`config.mk`:
```
export PLATFORM = sky130hd
export DESIGN_NAME = gate_nonoverlap_seq
export DESIGN_NICKNAME = d
export VERILOG_FILES = /design/src/rtl/nov_pkg.sv /design/src/rtl/nov_request.sv /design/src/rtl/nov_delay_timer.sv /design/src/rtl/gate_nonoverlap_seq.sv
export SDC_FILE = /design/constraint.sdc
export NUM_CORES = 1
export LEC_CHECK = 0
export BUFFER_PORTS_ARGS = -buffer_cell sky130_fd_sc_hd__clkbuf_2
export CORE_AREA = 2 2 39 41
export CTS_BUF_LIST = sky130_fd_sc_hd__clkbuf_4 sky130_fd_sc_hd__clkbuf_8
export DETAILED_ROUTE_END_ITERATION = 8
export DIE_AREA = 0 0 41 43
export GPL_TIMING_DRIVEN = 0
export PLACE_DENSITY_LB_ADDON = 0.25
export SETUP_SLACK_MARGIN = 0.05
export SKIP_LAST_GASP = 1
export SLEW_MARGIN = 5
export SYNTH_ARGS = -nofsm -noshare
export SYNTH_HDL_FRONTEND = slang
export SYNTH_SLANG_ARGS = --single-unit
export TNS_END_PERCENT = 1
```
`constraint.sdc`:
```
create_clock -name clk -period 0.95 [get_ports clk]
set_input_delay 0.0475 -clock clk [delete_from_list [all_inputs] [get_ports clk]]
set_output_delay 0.0475 -clock clk [all_outputs]
set_load 0.02 [all_outputs]
```
`src/rtl/nov_pkg.sv`:
```
package nov_pkg;

  typedef enum logic [1:0] {
    SIDE_NONE = 2'd0,
    SIDE_HI   = 2'd1,
    SIDE_LO   = 2'd2
  } side_e;

  typedef enum logic [2:0] {
    ST_OFF     = 3'd0,
    ST_WAIT_HS = 3'd1,
    ST_HS_ON   = 3'd2,
    ST_WAIT_LS = 3'd3,
    ST_LS_ON   = 3'd4
  } seq_state_e;

endpackage

```
`src/rtl/nov_request.sv`:
```
module nov_request
  import nov_pkg::*;
(
  input  logic  clk,
  input  logic  rst_n,
  input  logic  pwm_cmd,
  input  logic  ls_inhibit,
  input  logic  force_off,
  input  logic  ls_toggle_mode,
  input  logic  ov_high,
  input  logic  ov_low,
  output side_e want
);

  logic hyst_q;
  logic hyst_d;
  logic hyst_en;

  // Hysteresis latch: lower threshold clears, upper threshold sets.
  always_comb begin
    hyst_en = ov_low | ov_high;
    hyst_d  = ~ov_low;
  end

  always_ff @(posedge clk or negedge rst_n) begin
    if (!rst_n) begin
      hyst_q <= 1'b0;
    end else if (hyst_en) begin
      hyst_q <= hyst_d;
    end
  end

  always_comb begin
    want = SIDE_NONE;
    if (!force_off) begin
      if (ls_toggle_mode) begin
        if (hyst_q) want = SIDE_LO;
      end else if (pwm_cmd) begin
        want = SIDE_HI;
      end else if (!ls_inhibit) begin
        want = SIDE_LO;
      end
    end
  end

  AST_TOGGLE_NEVER_HI: assert property (@(posedge clk) disable iff (!rst_n) ls_toggle_mode |-> (want != SIDE_HI));

endmodule

```
`src/rtl/nov_delay_timer.sv`:
```
module nov_delay_timer #(
  parameter int LIM = 2
) (
  input  logic clk,
  input  logic rst_n,
  input  logic clr,
  input  logic run,
  output logic done
);

  localparam int CW = (LIM < 2) ? 1 : $clog2(LIM + 1);
  localparam logic [CW-1:0] LAST = CW'(LIM - 1);

  logic [CW-1:0] cnt_q;
  logic [CW-1:0] cnt_d;
  logic          cnt_en;

  always_comb begin
    done   = run & ~clr & (cnt_q == LAST);
    cnt_en = 1'b1;
    if (clr | ~run | done) begin
      cnt_d = '0;
    end else begin
      cnt_d = cnt_q + 1'b1;
    end
  end

  always_ff @(posedge clk or negedge rst_n) begin
    if (!rst_n) begin
      cnt_q <= '0;
    end else if (cnt_en) begin
      cnt_q <= cnt_d;
    end
  end

  AST_CNT_IN_RANGE: assert property (@(posedge clk) disable iff (!rst_n) (cnt_q <= LAST));

endmodule

```
`src/rtl/gate_nonoverlap_seq.sv`:
```
module gate_nonoverlap_seq
  import nov_pkg::*;
#(
  parameter int HS_DLY = 2,
  parameter int LS_DLY = 3
) (
  input  logic clk,
  input  logic rst_n,
  input  logic pwm_cmd,
  input  logic hs_sense_hi,
  input  logic ls_sense_hi,
  input  logic ls_inhibit,
  input  logic force_off,
  input  logic ls_toggle_mode,
  input  logic ov_high,
  input  logic ov_low,
  output logic hs_on,
  output logic ls_on
);

  localparam int NSIDE = 2;

  logic [1:0] rst_sync_q;
  logic       rst_i_n;

  always_ff @(posedge clk or negedge rst_n) begin
    if (!rst_n) begin
      rst_sync_q <= 2'b00;
    end else begin
      rst_sync_q <= {rst_sync_q[0], 1'b1};
    end
  end

  assign rst_i_n = rst_sync_q[1];

  side_e want;

  nov_request u_req (
    .clk            (clk),
    .rst_n          (rst_i_n),
    .pwm_cmd        (pwm_cmd),
    .ls_inhibit     (ls_inhibit),
    .force_off      (force_off),
    .ls_toggle_mode (ls_toggle_mode),
    .ov_high        (ov_high),
    .ov_low         (ov_low),
    .want           (want)
  );

  seq_state_e st_q;
  seq_state_e st_d;
  logic       st_en;

  logic [NSIDE-1:0] tmr_clr;
  logic [NSIDE-1:0] tmr_run;
  logic [NSIDE-1:0] tmr_done;

  // Index 0 guards high-side turn-on, index 1 guards low-side turn-on.
  always_comb begin
    tmr_clr[0] = (st_q != ST_WAIT_HS);
    tmr_run[0] = ~ls_sense_hi;
    tmr_clr[1] = (st_q != ST_WAIT_LS);
    tmr_run[1] = ~hs_sense_hi;
  end

  for (genvar g = 0; g < NSIDE; g++) begin : g_tmr
    localparam int LIM_G = (g == 0) ? HS_DLY : LS_DLY;
    nov_delay_timer #(.LIM(LIM_G)) u_tmr (
      .clk   (clk),
      .rst_n (rst_i_n),
      .clr   (tmr_clr[g]),
      .run   (tmr_run[g]),
      .done  (tmr_done[g])
    );
  end

  always_comb begin
    st_d = st_q;
    unique case (st_q)
      ST_OFF: begin
        if (want == SIDE_HI)      st_d = ST_WAIT_HS;
        else if (want == SIDE_LO) st_d = ST_WAIT_LS;
      end
      ST_WAIT_HS: begin
        if (want == SIDE_LO)        st_d = ST_WAIT_LS;
        else if (want == SIDE_NONE) st_d = ST_OFF;
        else if (tmr_done[0])       st_d = ST_HS_ON;
      end
      ST_HS_ON: begin
        if (want == SIDE_LO)        st_d = ST_WAIT_LS;
        else if (want == SIDE_NONE) st_d = ST_OFF;
      end
      ST_WAIT_LS: begin
        if (want == SIDE_HI)        st_d = ST_WAIT_HS;
        else if (want == SIDE_NONE) st_d = ST_OFF;
        else if (tmr_done[1])       st_d = ST_LS_ON;
      end
      ST_LS_ON: begin
        if (want == SIDE_HI)        st_d = ST_WAIT_HS;
        else if (want == SIDE_NONE) st_d = ST_OFF;
      end
      default: st_d = ST_OFF;
    endcase
    st_en = (st_d != st_q);
  end

  always_ff @(posedge clk or negedge rst_i_n) begin
    if (!rst_i_n) begin
      st_q <= ST_OFF;
    end else if (st_en) begin
      st_q <= st_d;
    end
  end

  assign hs_on = (st_q == ST_HS_ON);
  assign ls_on = (st_q == ST_LS_ON);

  AST_NEVER_BOTH: assert property (@(posedge clk) disable iff (!rst_i_n) !(hs_on && ls_on));
  AST_HS_AFTER_LS_OFF: assert property (@(posedge clk) disable iff (!rst_i_n) $rose(hs_on) |-> $past(!ls_on));
  AST_HS_NEEDS_LS_LOW: assert property (@(posedge clk) disable iff (!rst_i_n) $rose(hs_on) |-> $past(!ls_sense_hi));
  AST_LS_NEEDS_HS_LOW: assert property (@(posedge clk) disable iff (!rst_i_n) $rose(ls_on) |-> $past(!hs_sense_hi));
  AST_PWM_FALL_DROPS_HS: assert property (@(posedge clk) disable iff (!rst_i_n) !pwm_cmd |=> !hs_on);
  AST_FORCE_BOTH_OFF: assert property (@(posedge clk) disable iff (!rst_i_n) force_off |=> (!hs_on && !ls_on));
  AST_INHIBIT_HOLDS_LS: assert property (@(posedge clk) disable iff (!rst_i_n) (ls_inhibit && !ls_toggle_mode) |=> !ls_on);
  AST_TOGGLE_HS_OFF: assert property (@(posedge clk) disable iff (!rst_i_n) ls_toggle_mode |=> !hs_on);

endmodule

```
==> impl_metrics.csv <==
group,metric,value,unit
pwr,swShare,25.9,%
run,maxCapViolations,0,
min_path,hp-class,"in2reg",
setup_path,cp_max_fo,5,
pwr,vdd_drop_max,0.000752,V
global_routing,grt-ovfl-total,0,
pwr,leakagePower,0.323,nW
routing,first_pass_iters,2,
yosys,ys_types,23,
run_status,outcome,"complete, but fails checks",
global_routing,grt_antenna_before_repair,0,
cells_and_area,fin_area,736,sq um
cells_and_area,area_delta_synth_final,36.1,%
die,start_util,39.1,%
die,io_pins,12,
setup_path,crit_type,"reg2out",
global_routing,grt_pass1_vias,451,
timing,period_share,131,%
run_status,violations,"setup timing",
routing,wire_per_inst,11.6,microns
setup_path,crit_required,0.90,ns
clock_network,cts_max_path_buffers,2,
pwr,internal-power,681,uW
die,dieArea,1760,sq um
cells_and_area,fin_nets,90,
setup_path,end_kind,"primary output",
place,dpl_cell_area,629,sq um
cells_and_area,n_antenna_cell,0,
die,die_h,43,microns
setup_path,arrival,1.19,ns
timing,final_hold_viol_count,0,
timing,finalSetupViolations,9,
routing,vias,472,
routing,routed_wirelength,1070,microns
global_routing,globalRouteTotalUtil,15.8,%
place,gp_congestion,0.714,
global_routing,grt_max_degree,9,
place,portBuffers,11,
yosys,synth_seq_cells,10,
pwr,power,919,uW
timing,finalWorstSetupSlack,-0.290,ns
clock_network,worstSkewPairLatency,0.26,ns
yosys,avgSynthCellArea,9.83,sq um
clock_network,cts_sinks,10,
timing,fmax,806,MHz
timing,layout_min_cycle_time,1.24,ns
yosys,synth_area,541,sq um
die,core-area,1380,sq um
pwr,seqPwrFrac,50.6,%
die,rows,14,
clock_network,ctsHtreeMaxLevel,1,
pwr,p_switching,238,uW
global_routing,grt.busiest_layer,"met2",
pwr,pwr-share-clk,30.1,%
clock_network,clk_pin_slew,0.06,ns
yosys,ys_warn_count,0,
routing,drt_iter0_drc,2,
global_routing,grt_use_met3,4.71,%
pwr,powerDensity,1250,nW/um^2
pwr,combPwrFrac,19.2,%
die,die_w,41,microns
global_routing,grt_use_met1,19.3,%
clock_network,cts_tree,"built",
global_routing,grt_first_pass_wirelength,1840,microns
place,dp_hpwl,742,microns
yosys,synthCells,55,
clock_network,root_buffer,"clkbuf_4",
routing,drc,0,
yosys,synth_nets,67,
timing,final_max_slew_viol_count,0,
clock_network,tritoncts.num_buffers,3,
routing,route.antenna.remaining_nets,0,
routing,via_per_inst,5.13,
cells_and_area,drive_gt1_share,39.5,%
timing,rsz0062_at_grt,"yes",
yosys,yosysSeqAreaShare,46.3,%
setup_path,start_kind,"flop",
global_routing,grt_util_met2,25.0,%
timing,skew,0.000738,ns
cell usage after synthesis:
library cell	instances	area share (%)
o221ai_2	1	2.8
buf_2	2	1.9
a21oi_2	1	1.6
nor3b_1	1	1.4
a41oi_1	1	1.6
nand2_1	3	2.1
nor3_1	2	1.9
or3_4	1	2.1
nor3b_2	1	2.3
nand2b_1	4	4.6
a21oi_4	1	3.0
dfrtp_1	10	46
o22ai_1	2	2.3
conb_1	1	0.69
or2_1	2	2.3
ha_1	2	4.6
nor2b_1	4	4.6
nor2_1	6	4.2
inv_1	3	2.1
a21oi_1	3	2.8
nor4_1	2	2.3
a32oi_1	1	1.6
o21ai_0	1	0.93
timing repair:
action                     CTS  global route
buffers inserted             5             0
resized for setup            8             0
hold endpoints to repair     3             0
pin swaps                    2             1
hold buffers                 2             0
setup endpoints to repair    9             9
per-layer routing:
metal | vias up | wire length (microns)
li1 | 235 | -
met1 | 226 | 467
met2 | 9 | 543
met3 | 2 | 37
met4 | 0 | 17
met5 | - | 0
cell usage in the layout (no fill, tap or decap), types with 2 or more instances in the layout:
cell type | netlist | final
a21oi_1 | 3 | 3
buf_4 | 0 | 5
buf_6 | 0 | 2
clkbuf_2 | 0 | 10
clkbuf_4 | 0 | 4
dfrtp_1 | 10 | 9
dlygate4sd3_1 | 0 | 2
inv_1 | 3 | 2
nand2_1 | 3 | 3
nand2b_1 | 4 | 4
nor2_1 | 6 | 6
nor2b_1 | 4 | 4
nor3_1 | 2 | 2
nor4_1 | 2 | 2
o22ai_1 | 2 | 2
or2_1 | 2 | 2
metrics by stage:
stage,hold slack (ns),worst slack (ns),std cells,setup TNS (ns),util (%)
2_1_floorplan,-0.248,-0.245,55,-0.824,-
3_3_place_gp,-0.167,-0.313,82,-1.20,45.5
3_5_place_dp,-0.165,-0.325,82,-1.31,45.5
4_1_cts,0.00272,-0.266,92,-1.94,53.2
5_1_grt,0.0510,-0.340,92,-2.61,53.2
6_report,0.00888,-0.290,92,-1.94,53.2
registers in the layout, indices dropped and copies added (netlist names):
register,cells
g_tmr.u_tmr.cnt_q,4
st_q,3
rst_sync_q,2
u_req.hyst_q,1
path summary, 6_finish.rpt:
| check | start | endpoint | slack (ns) | cells after the start |
|---|---|---|---|---|
| worst max-delay path | st_q[1] | ls_on | -0.29 | 3 |
| worst min-delay path | ov_high | u_req.hyst_q | 0.009 | 3 |
| min in group asynchronous | rst_n | rst_sync_q[1] | 0.10 | 2 |
| worst max register to register | g_tmr[1].u_tmr.cnt_q[0] | st_q[0] | -0.27 | 6 |
| worst min register to register | rst_sync_q[1] | g_tmr[1].u_tmr.cnt_q[0] | 0.14 | 0 |
| max in group asynchronous | rst_sync_q[1] | st_q[2] | 0.53 | 0 |
critical path: stages (launching register included):
cell and delay (ns):
dfrtp_1 0.37, buf_6 0.13, nor3b_2 0.23, clkbuf_4 0.21
kinds of logic after synthesis:
logic type      count (synthesis)  share of synthesized area (%)
buf+inv                         5                           3.94
flops                          10                           46.3
compound gates                 11                           16.7
other cells                     1                          0.694
simple gates                   26                           27.8
fa+ha+maj                       2                           4.63
power by group through the flow:
stage                     combinational, mW  clock, mW  sequential [mW]
after detailed placement              0.153          0            0.471
after floorplan                       0.110          0            0.467
final                                 0.177      0.277            0.465
after global routing                  0.199      0.308            0.468
after global placement                0.151          0            0.471
after CTS                             0.177      0.296            0.466
layout make-up:
| class | count | area (sq um) |
|---|---|---|
| Fill cell | 141 | 648 |
| Multi-Input combinational cell | 40 | 293 |
| Sequential cell | 10 | 251 |
| Timing Repair Buffer | 18 | 115 |
| Clock buffer | 3 | 22.5 |
| Buffer | 2 | 22.5 |
| Tap cell | 16 | 20.0 |
| Inverter | 3 | 11.3 |
Note: power is estimated with default switching activity, not from simulation.
